===== src/rtl/mode_sup_pkg.sv =====
package mode_sup_pkg;

    typedef enum logic [1:0] {
        MD_NORMAL   = 2'b00,
        MD_STARTUP  = 2'b01,
        MD_FLASH    = 2'b10,
        MD_FAILSAFE = 2'b11
    } mode_e;

    localparam int CODE_W = 3;
    localparam int SRC_W  = 4;

    // write codes
    localparam logic [CODE_W-1:0] C_SEQ_A   = 3'b111;
    localparam logic [CODE_W-1:0] C_SEQ_B   = 3'b001;
    localparam logic [CODE_W-1:0] C_SERVE   = 3'b111;
    localparam logic [CODE_W-1:0] C_HSHAKE  = 3'b011;
    localparam logic [CODE_W-1:0] C_RETURN  = 3'b101;
    localparam logic [CODE_W-1:0] C_LEAVE   = 3'b110;

    // reset causes
    localparam logic [SRC_W-1:0] S_NONE     = 4'b0000;
    localparam logic [SRC_W-1:0] S_WDT      = 4'b0010;
    localparam logic [SRC_W-1:0] S_WAKE     = 4'b0011;
    localparam logic [SRC_W-1:0] S_TMO      = 4'b0100;
    localparam logic [SRC_W-1:0] S_FL_IN    = 4'b0110;
    localparam logic [SRC_W-1:0] S_FL_OUT   = 4'b0111;
    localparam logic [SRC_W-1:0] S_ILLEGAL  = 4'b1000;

endpackage


===== src/rtl/msup_arm_seq.sv =====
module msup_arm_seq
    import mode_sup_pkg::*;
(
    input  logic              clk,
    input  logic              rst_n,
    input  logic              enable,
    input  logic              wr_valid,
    input  logic [CODE_W-1:0] wr_code,
    input  logic              win_ok,
    output logic              done
);
    localparam int STEPS = 3;
    localparam int PW    = $clog2(STEPS);

    logic [PW-1:0]     prog_q;
    logic [CODE_W-1:0] want;

    always_comb begin
        unique case (prog_q)
            PW'(1):  want = C_SEQ_B;
            default: want = C_SEQ_A;
        endcase
    end

    logic hit;
    assign hit  = enable && wr_valid && win_ok && (wr_code == want);
    assign done = hit && (prog_q == PW'(STEPS-1));

    always_ff @(posedge clk or negedge rst_n) begin
        if (!rst_n) begin
            prog_q <= '0;
        end else if (!enable || done) begin
            prog_q <= '0;
        end else if (wr_valid) begin
            prog_q <= hit ? prog_q + PW'(1) : '0;
        end
    end
endmodule


===== src/rtl/msup_startup_timer.sv =====
module msup_startup_timer #(
    parameter int LIMIT = 64
) (
    input  logic clk,
    input  logic rst_n,
    input  logic run,
    output logic expire
);
    localparam int CW = (LIMIT > 2) ? $clog2(LIMIT) : 1;
    localparam logic [CW-1:0] LAST = CW'(LIMIT - 1);

    logic [CW-1:0] cnt_q;

    assign expire = run && (cnt_q == LAST);

    always_ff @(posedge clk or negedge rst_n) begin
        if (!rst_n) begin
            cnt_q <= '0;
        end else if (!run || expire) begin
            cnt_q <= '0;
        end else begin
            cnt_q <= cnt_q + CW'(1);
        end
    end
endmodule


===== src/rtl/msup_fsm.sv =====
module msup_fsm
    import mode_sup_pkg::*;
(
    input  logic              clk,
    input  logic              rst_n,
    input  logic              wr_valid,
    input  logic [CODE_W-1:0] wr_code,
    input  logic              wdt_ovf,
    input  logic              osc_fail,
    input  logic              wake,
    input  logic              arm_done,
    input  logic              tmo,
    output mode_e             state,
    output logic              req,
    output logic [SRC_W-1:0]  src
);
    mode_e            state_d;
    logic             armed_q, armed_d;
    logic             req_d;
    logic [SRC_W-1:0] src_d;

    always_comb begin
        state_d = state;
        armed_d = armed_q;
        req_d   = 1'b0;
        src_d   = src;
        if (osc_fail) begin
            state_d = MD_FAILSAFE;       // osc_loss
            armed_d = 1'b0;
        end else begin
            unique case (state)
                MD_NORMAL: begin
                    if (wdt_ovf) begin   // wdt_trip
                        state_d = MD_STARTUP;
                        req_d   = 1'b1;
                        src_d   = S_WDT;
                    end else if (arm_done) begin
                        state_d = MD_STARTUP;
                        req_d   = 1'b1;
                        src_d   = S_FL_IN;
                        armed_d = 1'b1;
                    end
                end
                MD_STARTUP: begin
                    if (wr_valid && wr_code == C_HSHAKE && armed_q) begin
                        state_d = MD_FLASH;
                        armed_d = 1'b0;
                    end else if (wr_valid && wr_code == C_RETURN) begin
                        state_d = MD_NORMAL;
                        armed_d = 1'b0;
                    end else if (tmo) begin
                        req_d   = 1'b1;
                        src_d   = S_TMO;
                    end
                end
                MD_FLASH: begin
                    if (wdt_ovf) begin
                        state_d = MD_STARTUP;
                        req_d   = 1'b1;
                        src_d   = S_WDT;
                    end else if (wr_valid && wr_code != C_SERVE) begin
                        state_d = MD_STARTUP;
                        req_d   = 1'b1;
                        src_d   = (wr_code == C_LEAVE) ? S_FL_OUT : S_ILLEGAL;
                    end
                end
                MD_FAILSAFE: begin
                    if (wake) begin      // revive
                        state_d = MD_STARTUP;
                        req_d   = 1'b1;
                        src_d   = S_WAKE;
                    end
                end
                default: state_d = MD_NORMAL;
            endcase
        end
    end

    // state register
    always_ff @(posedge clk or negedge rst_n) begin
        if (!rst_n) begin
            state   <= MD_NORMAL;
            armed_q <= 1'b0;
        end else begin
            state   <= state_d;
            armed_q <= armed_d;
        end
    end

    // output registers
    always_ff @(posedge clk or negedge rst_n) begin
        if (!rst_n) begin
            req <= 1'b0;
            src <= S_NONE;
        end else begin
            req <= req_d;
            src <= src_d;
        end
    end
endmodule


===== src/rtl/mode_supervisor.sv =====
module mode_supervisor
    import mode_sup_pkg::*;
#(
    parameter int STARTUP_CYCLES = 64
) (
    input  logic       clk,
    input  logic       rst_n,
    input  logic       wr_valid,
    input  logic [2:0] wr_code,
    input  logic       win_ok,
    input  logic       wdt_ovf,
    input  logic       osc_fail,
    input  logic       wake,
    output logic [1:0] mode,
    output logic       rst_req,
    output logic [3:0] rst_src
);
    mode_e state;
    logic  arm_done;
    logic  tmo;

    msup_arm_seq u_arm (
        .clk      (clk),
        .rst_n    (rst_n),
        .enable   (state == MD_NORMAL),
        .wr_valid (wr_valid),
        .wr_code  (wr_code),
        .win_ok   (win_ok),
        .done     (arm_done)
    );

    msup_startup_timer #(.LIMIT(STARTUP_CYCLES)) u_tmr (
        .clk    (clk),
        .rst_n  (rst_n),
        .run    (state == MD_STARTUP),
        .expire (tmo)
    );

    msup_fsm u_fsm (
        .clk      (clk),
        .rst_n    (rst_n),
        .wr_valid (wr_valid),
        .wr_code  (wr_code),
        .wdt_ovf  (wdt_ovf),
        .osc_fail (osc_fail),
        .wake     (wake),
        .arm_done (arm_done),
        .tmo      (tmo),
        .state    (state),
        .req      (rst_req),
        .src      (rst_src)
    );

    assign mode = state;
endmodule


===== config.mk =====
export PLATFORM = sky130hd
export DESIGN_NAME = mode_supervisor
export DESIGN_NICKNAME = d
export VERILOG_FILES = /design/src/rtl/mode_sup_pkg.sv /design/src/rtl/msup_arm_seq.sv /design/src/rtl/msup_startup_timer.sv /design/src/rtl/msup_fsm.sv /design/src/rtl/mode_supervisor.sv
export SDC_FILE = /design/constraint.sdc
export NUM_CORES = 1
export LEC_CHECK = 0
export ABC_AREA = 1
export BUFFER_PORTS_ARGS = -buffer_cell sky130_fd_sc_hd__buf_2
export CORE_MARGIN = 3
export CORE_UTILIZATION = 58
export DETAILED_ROUTE_END_ITERATION = 8
export MAX_ROUTING_LAYER = met4
export PLACE_DENSITY = 0.88
export SETUP_SLACK_MARGIN = 0.5
export SYNTH_ARGS = -nofsm -noshare
export SYNTH_HDL_FRONTEND = slang
export SYNTH_SLANG_ARGS = --single-unit

===== constraint.sdc =====
create_clock -name clk -period 3.1 [get_ports clk]
set_input_delay 0 -clock clk [delete_from_list [all_inputs] [get_ports clk]]
set_output_delay 0 -clock clk [all_outputs]
set_load 0.02 [all_outputs]

==> results of run 1 <==
metal layers:
layer	global-route usage [%]	routed length, um	share of wire, %	vias to the layer above
li1	-	-	-	472
met1	24.5	940	46	401
met2	31.9	959	47	23
met3	7.52	99	4.8	8
met4	8.06	52	2.5	0
met5	-	0	0	-
repair_timing:
item | CTS | global route
endpoints found under the setup margin | 0 | 0
hold buffers | 2 | 0
hold endpoints to repair | 17 | 0
power breakdown:
part           switching (mW)  total (mW)  internal [mW]
clock                  0.0689       0.140         0.0716
sequential             0.0262       0.270          0.244
combinational           0.136       0.208         0.0728
Yosys cell counts:
cell,n,area [sq um]
nand2_1,37,139
nor2_1,18,67.6
inv_1,17,63.8
dfrtp_1,16,400
nand3_1,12,60.1
nand4_1,5,31.3
a21oi_1,3,15.0
ha_1,3,37.5
nor2_2,3,18.8
nand2_2,2,12.5
nand2_4,2,22.5
nand3_2,2,20.0
nor2_4,2,22.5
and3_1,1,6.26
inv_2,1,3.75
nand3_4,1,17.5
nand3b_1,1,7.51
nor3_1,1,5.00
nor3b_1,1,7.51
o2111ai_1,1,8.76
o21bai_4,1,18.8
o22ai_1,1,6.26
xnor2_1,1,8.76
xor2_1,1,8.76
kinds of logic (layout without fill, tap and decap cells):
kind of cell | count (synthesis) | count (layout) | synth area share [%]
AOI/OAI and AO/OA | 6 | 6 | 4.83
xor gates and xnor gates | 2 | 2 | 1.74
adders and majority gates | 3 | 3 | 3.72
buffers and inverters | 18 | 40 | 6.69
DFF | 16 | 16 | 39.7
and+or+nand+nor | 88 | 88 | 43.4
layout make-up:
cell class                      instances  area [sq um]  area share [%]
Tap cell                               16          20.0            1.72
Timing Repair Buffer                   18           100            8.58
Sequential cell                        16           400            34.3
Clock buffer                            4          36.3            3.11
Inverter                               18          67.6            5.79
Multi-Input combinational cell         99           542            46.5
critical path, stage by stage, from the launching register on:
cell and delay (ns):
dfrtp_1 0.38, ha_1 0.21, nand3_2 0.12, o21bai_4 0.24, nand2_4 0.07, nor2_4 0.16, nand3_4 0.11, nand2_1 0.07
nand2_1 0.05
metrics by stage:
stage	hold WS [ns]	instance area, sq um
2_1_floorplan	-0.296	1010
3_3_place_gp	-0.0752	1110
3_5_place_dp	-0.0677	1110
4_1_cts	0.0159	1170
5_1_grt	0.0373	1170
6_report	0.0208	1170
worst paths after layout:
| path | slack, ns | cells past startpoint | start | endpoint |
|---|---|---|---|---|
| setup / recovery | 1.59 | 8 | u_tmr.cnt_q[0]$_DFF_PN0_ | u_fsm.src[0]$_DFFE_PN0P_ |
| hold / removal | 0.02 | 4 | osc_fail | u_fsm.armed_q$_DFFE_PN0P_ |
| setup reg to reg | 1.59 | 8 | u_tmr.cnt_q[0]$_DFF_PN0_ | u_fsm.src[0]$_DFFE_PN0P_ |
| hold reg to reg | 0.47 | 1 | u_tmr.cnt_q[0]$_DFF_PN0_ | u_tmr.cnt_q[0]$_DFF_PN0_ |
| max in group asynchronous | 2.69 | 2 | rst_n | u_fsm.req$_DFF_PN0_ |
| min in group asynchronous | 0.14 | 2 | rst_n | u_fsm.armed_q$_DFFE_PN0P_ |
registers in the layout (all words and copies together) (netlist names):
name / flops
u_fsm.armed_q: 1
u_fsm.state: 2
u_fsm.src: 4
u_fsm.req: 1
u_arm.prog_q: 2
u_tmr.cnt_q: 6
==> impl_results.md, run 1 <==
* Fin nets at around 170
* Clock sinks at 16
* Cell area after synthesis at about 0.0010 sq mm
* Least-Margin Pin Slew at between 0.3 and 0.4 ns
* Core Rows at 14
* Die outline width at approximately 48 um
* Ys Warns at 0
* Initial antenna violation count at 0
* Final min period at about 1.5 ns
* VDD IR max at between 0.4 and 0.5 mV
* Utilization after layout at between 70% and 80%
* Status: completed
* Final-report setup violation count at 0
* CP Launch Type: flop
* WL final at 2.05 mm
* Core area at 0.00158 sq mm
* HP Class: input pin to flop
* CP Data Required Time at 3.28 ns
* Vias in the first global route at ~800
* Starting Density at about 64%
* WS Path Type: flop to flop
* Share of cells above drive strength 1 at 21.9%
* Critical Path Fanout Max at 7
* Synth-to-Final Area Change at 15.5%
* Routability cong. at 0.908
* Pre-Repair DR Iteration Count at 4
* Hpwl dp at approximately 1.6 mm
* Sequential cell area fraction in the yosys report at 39.7%
* CTS tree: yes
* Layout Skew at between 0.008 and 0.009 ns
* Port buffer count at 16
* Final WS setup at ~1.6 ns
* Mean Syn Cell Area at about 7.6 sq um
* # IOs at 17
* Avg WL per Cell at about 12 um
* All-Layer GR Usage at between 20% and 30%
* Pwr Density at 531 mW/mm^2
* Commonest non-fill, non-tap cell in the layout: nand2_1
* Drt drc at 0
* Fin cells at roughly 170
* Antenna Cells at 0
* Period utilisation layout at between 40% and 50%
* Worst Path Arrival at around 1.7 ns
* Synth unique cells at 24
* First-pass GRT wire length at ~3.2 mm
* Htree depth at 1
* Maximum clock frequency at ~0.66 GHz
* Congestion Overflow GR at 0
* Via Count at around 900
* CTS Buffer Depth at 2
* Max Cap Viol at 0
* Synth Instances at about 130
* Setup_tns at 0 ns
* CTS clk-pin slew, worst paths at roughly 0.10 ns
* Pin count of the biggest net entering global routing at 17
* Final Power at between 0.6 and 0.7 mW
* Leak at 0.616 nW
* RSZ-0062 raised after global routing: no
* Synthesized flop and latch total at 16
* Post CTS Setup Buffer Count at 0
* Slew margin rel. at between 70% and 80%
* Die Ht at roughly 48 um
* Worst slack, placed at 1.61 ns
* Post-CTS Resized at 0
* Placed insts at 165
* DRT antenna net count at 0
* Fillcell total at approximately 120
* Clock Latency Late Sink at approximately 0.29 ns
* Final Hold Viols at 0
* Most frequent cells in the layout: nand2_1, nor2_1, inv_1
* Slew Viols, Final at 0
* Clock root buffer: clkbuf_4
* Die ar. at around 0.0023 sq mm
* CTS buffer count at 3
* Critical Path End Type: flop
* Detailed router's first-iteration violation count at 23
* Syn_nets at 146
* Post-DR vias/cell at between 5 and 6
Note: power is estimated with default switching activity, not from simulation.
==> inputs of run 2 (changes only) <==
CORE_UTILIZATION = 54   (was 58)
PLACE_DENSITY = 0.83   (was 0.88)
clock period = 1.47 ns   (was 3.1 ns; I/O delays follow)
==> impl_results.md, run 2 (synthesized netlist as in run 1, its figures left out) <==
* Status: completed (unchanged)
* R2R cell count at 8 (unchanged)
* Fin cells at 188 (was 171)
* RSZ-0062 raised after global routing: yes (was no)
* Clock sinks at 16 (unchanged)
* Worst Setup SP: u_tmr.cnt_q[0]$_DFF_PN0_ (unchanged)
* Vias in the first global route at 943 (was 790)
* Routability cong. at 0.926 (was 0.908)
* Period utilisation layout at 95.7% (was 48.8%)
* Critical path destination: u_fsm.src[1]$_DFFE_PN0P_ (was u_fsm.src[0]$_DFFE_PN0P_)
* Largest Register: u_tmr.cnt_q (unchanged)
* Core area at 0.00175 sq mm (was 0.00158 sq mm)
* Final-report setup violation count at 0 (unchanged)
* Final WS setup at 0.0627 ns (was 1.59 ns)
* Critical R2R Capture: u_fsm.src[1]$_DFFE_PN0P_ (was u_fsm.src[0]$_DFFE_PN0P_)
* Share of cells above drive strength 1 at 40.5% (was 21.9%)
* Detailed router's first-iteration violation count at 35 (was 23)
* R2R setup slack at 0.06 ns (was 1.59 ns)
* Fin nets at 177 (was 169)
* Htree depth at 1 (unchanged)
* Worst slack, placed at 0.0108 ns (was 1.61 ns)
* Fillcell total at 111 (was 124)
* Via Count at 1,001 (was 904)
* Die ar. at 0.00242 sq mm (was 0.00228 sq mm)
* CP Launch Type: flop (unchanged)
* Most frequent cells in the layout: nand2_1, buf_2, inv_1, dfrtp_1, nor2_1 (was nand2_1, nor2_1, inv_1)
* Critical R2R Launch: u_tmr.cnt_q[0]$_DFF_PN0_ (unchanged)
* First-pass GRT wire length at 3.92 mm (was 3.17 mm)
* Biggest registers after layout: u_tmr.cnt_q (6), u_fsm.src (4) (unchanged)
* Hpwl dp at 1.59 mm (about the same)
* Worst Path Arrival at 1.59 ns (was 1.69 ns)
* Maximum clock frequency at 0.711 GHz (was 0.661 GHz)
* Synth-to-Final Area Change at 39.3% (was 15.5%)
* Critical Path Fanout Max at 5 (was 7)
* Pwr Density at 1030 mW/mm^2 (was 531 mW/mm^2)
* CTS clk-pin slew, worst paths at 0.09 ns (was 0.10 ns)
* Port buffer count at 16 (unchanged)
* HP Class: input pin to flop (unchanged)
* Avg WL per Cell at 12.6 um (was 12.0 um)
* WS Path Type: flop to flop (unchanged)
* Leak at 0.667 nW (was 0.616 nW)
* Clock Latency Late Sink at 0.28 ns (was 0.29 ns)
* Slew Viols, Final at 0 (unchanged)
* Pin count of the biggest net entering global routing at 17 (unchanged)
* Die Ht at 49.2 um (was 47.7 um)
* CTS Buffer Depth at 2 (unchanged)
* Hold_sp: wake (was osc_fail)
* CTS tree: yes (unchanged)
* Core Rows at 15 (was 14)
* Initial antenna violation count at 0 (unchanged)
* Slew margin rel. at 76.0% (was 75.9%)
* Final Hold Viols at 0 (unchanged)
* Pre-Repair DR Iteration Count at 4 (unchanged)
* CP Data Required Time at 1.65 ns (was 3.28 ns)
* Drt drc at 0 (unchanged)
* Final Power at 1.45 mW (was 0.619 mW)
* Max Cap Viol at 0 (unchanged)
* WL final at 2.36 mm (was 2.05 mm)
* Least-Margin Pin Slew at 0.360 ns (was 0.361 ns)
* Max reg flops at 6 (unchanged)
* VDD IR max at 0.653 mV (was 0.433 mV)
* All-Layer GR Usage at 21.6% (was 20.8%)
* Congestion Overflow GR at 0 (unchanged)
* Starting Density at 57.8% (was 64.0%)
* # IOs at 17 (unchanged)
* Final min period at 1.41 ns (was 1.51 ns)
* Layout Skew at 0.00292 ns (was 0.00855 ns)
* CTS buffer count at 3 (unchanged)
* Critical Path End Type: flop (unchanged)
* Die outline width at 49.2 um (was 47.7 um)
* Clock root buffer: clkbuf_4 (unchanged)
* Commonest non-fill, non-tap cell in the layout: nand2_1 (unchanged)
* DRT antenna net count at 0 (unchanged)
* Placed insts at 175 (was 165)
* Post-DR vias/cell at 5.32 (was 5.29)
* Antenna Cells at 0 (unchanged)
[run 2: changes by cell type in the layout (fill, tap and decap cells not counted), moves of 3 or more]
cell	before	now
buf_4	0	7
nor2_1	18	11
nor2_4	2	9
nand3_1	12	8
inv_1	17	14
[run 2: through the flow]
stage               utilization, %  cell area, sq um  TNS (ns)  hold slack [ns]
finish                        80.6              1410         0           0.0333
global placement              65.8              1150         0          -0.0762
floorplan                        -              1030         0           -0.296
CTS                           75.3              1310         0           0.0238
global route                  80.6              1410   -0.0831           0.0539
detailed placement            65.8              1150         0          -0.0702
[run 2: cell type report]
cell class / instances / area (sq um) / share of cell area (%)
well taps: 25 / 31.3 / 2.22
flip-flops and latches: 16 / 403 / 28.6
inverters: 18 / 70.1 / 4.98
clock buffers: 4 / 36.3 / 2.58
repair buffers: 26 / 174 / 12.4
multi-input cells: 99 / 692 / 49.2
[run 2: routing by layer]
layer  vias up  GRT usage [%]  routed length (um)  part of all wire (%)
li1        485              -                   -                     -
met1       468           24.1                 974                    41
met2        44           38.6                1250                    53
met3         4           1.83                  98                   4.1
met4         0           9.95                  38                   1.6
met5         -              -                   0                     0
[run 2: repair_timing]
item / CTS / global route
setup buffers: 4 / 3
endpoints found under the setup margin: 16 / 18
hold endpoints to repair: 17 / 0
resized for setup: 17 / 17
pin swaps: 5 / 5
hold buffers: 2 / 0
[run 2: how the worst min path moves through the flow]
stage / end / cells after the start / slack (ns)
final: u_fsm.state[1]$_DFFE_PN0P_ / 4 / 0.03
after global routing: u_fsm.armed_q$_DFFE_PN0P_ / 4 / 0.05
after CTS: u_fsm.armed_q$_DFFE_PN0P_ / 4 / 0.02
after detailed placement: u_tmr.cnt_q[3]$_DFF_PN0_ / 1 / -0.07
after global placement: u_tmr.cnt_q[2]$_DFF_PN0_ / 1 / -0.08
after floorplan: u_arm.prog_q[0]$_DFFE_PN0P_ / 0 / -0.30
[run 2: worst max-delay path, stage by stage (launching register included)]
cell,delay (ns)
dfrtp_1,0.41
ha_4,0.17
nand3_4,0.08
o21bai_4,0.18
nand2_4,0.06
nor2_4,0.16
nand3_4,0.11
nand2_1,0.08
nand2_1,0.05
[run 2: report_power, final]
part           leakage (nW)  internal (mW)  switching (mW)  total, mW
logic                 0.439          0.221           0.343      0.564
registers             0.207          0.517          0.0777      0.595
clock network        0.0210          0.151           0.136      0.287
total                 0.667          0.889           0.557       1.45
==> inputs of run 3 (changes only) <==
CORE_UTILIZATION = 49   (was 54)
PLACE_DENSITY = 0.8   (was 0.83)
clock period = 1.15 ns   (was 1.47 ns; I/O delays follow)
==> impl_results.md, run 3 (synthesized netlist as in run 1, its figures left out) <==
* Status: finished, violations left (was completed)
* Failing checks: negative hold slack, negative setup slack
* Pre-Repair DR Iteration Count at 4 (unchanged)
* All-Layer GR Usage at 27.0% (was 21.6%)
* Die Ht at 51.4 um (was 49.2 um)
* RSZ-0062 raised after global routing: yes (unchanged)
* CTS tree: yes (unchanged)
* Starting Density at 54.9% (was 57.8%)
* Congestion Overflow GR at 0 (unchanged)
* Share of cells above drive strength 1 at 51.9% (was 40.5%)
* Post-DR vias/cell at 5.75 (was 5.32)
* Buffer and inverter count on the worst path at 1 (was 0)
* Slowest CP cell: dfrtp_1 (unchanged)
* Leak at 0.775 nW (was 0.667 nW)
* Slew Viols, Final at 0 (unchanged)
* WS Path Type: flop to flop (unchanged)
* Routability cong. at 0.869 (was 0.926)
* Largest Register: u_tmr.cnt_q (unchanged)
* Initial antenna violation count at 0 (unchanged)
* Placed insts at 188 (was 175)
* Die ar. at 0.00264 sq mm (was 0.00242 sq mm)
* Final WS setup at -0.367 ns (was 0.0627 ns)
* CTS Buffer Depth at 2 (unchanged)
* # IOs at 17 (unchanged)
* Max reg flops at 6 (unchanged)
* Critical R2R Launch: u_arm.prog_q[0]$_DFFE_PN0P_ (was u_tmr.cnt_q[0]$_DFF_PN0_)
* DRT antenna net count at 0 (unchanged)
* Final Hold Viols at 1 (was 0)
* Critical Path End Type: flop (unchanged)
* WHS Path Cells at 2 (was 4)
* Via Count at 1,197 (was 1,001)
* Avg WL per Cell at 18.8 um (was 12.6 um)
* WL final at 3.91 mm (was 2.36 mm)
* Core area at 0.00184 sq mm (was 0.00175 sq mm)
* Max Cap Viol at 0 (unchanged)
* Period utilisation layout at 132% (was 95.7%)
* VDD IR max at 0.787 mV (was 0.653 mV)
* Final-report setup violation count at 16 (was 0)
* CP Data Required Time at 1.33 ns (was 1.65 ns)
* HP Class: input pin to flop (unchanged)
* CP Launch Type: flop (unchanged)
* Cell mode on critical path: nand2_1
* Biggest registers after layout: u_tmr.cnt_q (6), u_fsm.src (4) (unchanged)
* Final Power at 2.17 mW (was 1.45 mW)
* CTS buffer count at 3 (unchanged)
* First-pass GRT wire length at 5.06 mm (was 3.92 mm)
* Die outline width at 51.4 um (was 49.2 um)
* Hold_sp: wdt_ovf (was wake)
* Detailed router's first-iteration violation count at 60 (was 35)
* Hold Path End: u_fsm.state[1]$_DFFE_PN0P_ (unchanged)
* Core Rows at 15 (unchanged)
* Layout Skew at 0.0121 ns (was 0.00292 ns)
* Synth-to-Final Area Change at 61.1% (was 39.3%)
* Hpwl dp at 1.86 mm (was 1.59 mm)
* Critical Path Fanout Max at 2 (was 5)
* Antenna Cells at 0 (unchanged)
* Vias in the first global route at 1,096 (was 943)
* Htree depth at 1 (unchanged)
* Pin count of the biggest net entering global routing at 17 (unchanged)
* Pwr Density at 1340 mW/mm^2 (was 1030 mW/mm^2)
* R2R setup slack at -0.37 ns (was 0.06 ns)
* Critical path cell sequence: ha_4 -> nand2_2 -> nand3_2 -> nor2_4 -> buf_6 -> nand4_1 -> nand2_1 -> nand2_1 -> nand2_1 -> nand2_1 (was ha_4 -> nand3_4 -> o21bai_4 -> nand2_4 -> nor2_4 -> nand3_4 -> nand2_1 -> nand2_1)
* Critical R2R Capture: u_fsm.armed_q$_DFFE_PN0P_ (was u_fsm.src[1]$_DFFE_PN0P_)
* Worst Path Arrival at 1.70 ns (was 1.59 ns)
* Hold_ws at -0.0449 ns (was 0.0333 ns)
* Clock sinks at 16 (unchanged)
* Delay-heaviest family, CP: simple AND/OR/NAND/NOR gates (unchanged)
* Slew margin rel. at 74.5% (was 76.0%)
* Maximum clock frequency at 0.659 GHz (was 0.711 GHz)
* Final min period at 1.52 ns (was 1.41 ns)
* Drt drc at 0 (unchanged)
* CTS clk-pin slew, worst paths at 0.11 ns (was 0.09 ns)
* Commonest non-fill, non-tap cell in the layout: nand2_1 (unchanged)
* Least-Margin Pin Slew at 0.382 ns (was 0.360 ns)
* Largest stage delay, worst path at 0.43 ns (was 0.41 ns)
* Post-CTS Hold Buffers at 1 (was 2)
* Fin cells at 208 (was 188)
* R2R cell count at 10 (was 8)
* Clock root buffer: clkbuf_4 (unchanged)
* Fin nets at 197 (was 177)
* Port buffer count at 16 (unchanged)
* Clock Latency Late Sink at 0.29 ns (was 0.28 ns)
* Most frequent cells in the layout: nand2_1, buf_4, dfrtp_1 (was nand2_1, buf_2, inv_1, dfrtp_1, nor2_1)
run 3: power breakdown:
group	switching, mW	internal [mW]	leakage (nW)
registers	0.116	0.662	0.207
logic	0.571	0.499	0.552
clock network	0.189	0.135	0.0150
total	0.876	1.30	0.775
run 3: final cells by class:
cell class                 instances  area [sq um]
multi-input combinational         99           717
sequential                        16           403
fill                              84           213
inverter                          18          70.1
tap                               25          31.3
clock buffer                       4          26.3
timing repair buffer              46           379
run 3: layer usage:
layer,track usage [%],up-vias,wire length [um]
li1,-,529,-
met1,30.5,562,1470
met2,49.2,85,1920
met3,2.62,21,324
met4,9.17,0,195
met5,-,-,0
run 3: how the worst max path moves through the flow:
stage / start / to / slack, ns / cells past startpoint
finish: u_arm.prog_q[0]$_DFFE_PN0P_ / u_fsm.armed_q$_DFFE_PN0P_ / -0.37 / 10
floorplan: u_tmr.cnt_q[0]$_DFF_PN0_ / u_fsm.src[0]$_DFFE_PN0P_ / -0.20 / 8
CTS: u_arm.prog_q[0]$_DFFE_PN0P_ / u_fsm.armed_q$_DFFE_PN0P_ / -0.22 / 10
detailed placement: u_arm.prog_q[1]$_DFFE_PN0P_ / u_fsm.src[3]$_DFFE_PN0P_ / -0.24 / 10
global placement: u_arm.prog_q[1]$_DFFE_PN0P_ / u_fsm.src[1]$_DFFE_PN0P_ / -0.20 / 10
global route: u_arm.prog_q[0]$_DFFE_PN0P_ / u_fsm.armed_q$_DFFE_PN0P_ / -0.43 / 10
run 3: timing repair:
item	CTS	global route
setup buffers	8	7
endpoints found under the hold margin	17	1
endpoints found under the setup margin	23	23
pin swaps	7	15
gates resized for setup	37	25
run 3: through the flow:
step | setup WS [ns] | util [%] | area [sq um] | setup TNS (ns)
3_5_place_dp | -0.240 | 67.8 | 1250 | -1.83
5_1_grt | -0.433 | 88.4 | 1630 | -5.05
3_3_place_gp | -0.200 | 67.8 | 1250 | -1.36
2_1_floorplan | -0.202 | - | 1030 | -1.00
6_report | -0.367 | 88.4 | 1630 | -4.05
4_1_cts | -0.224 | 79.9 | 1470 | -1.67
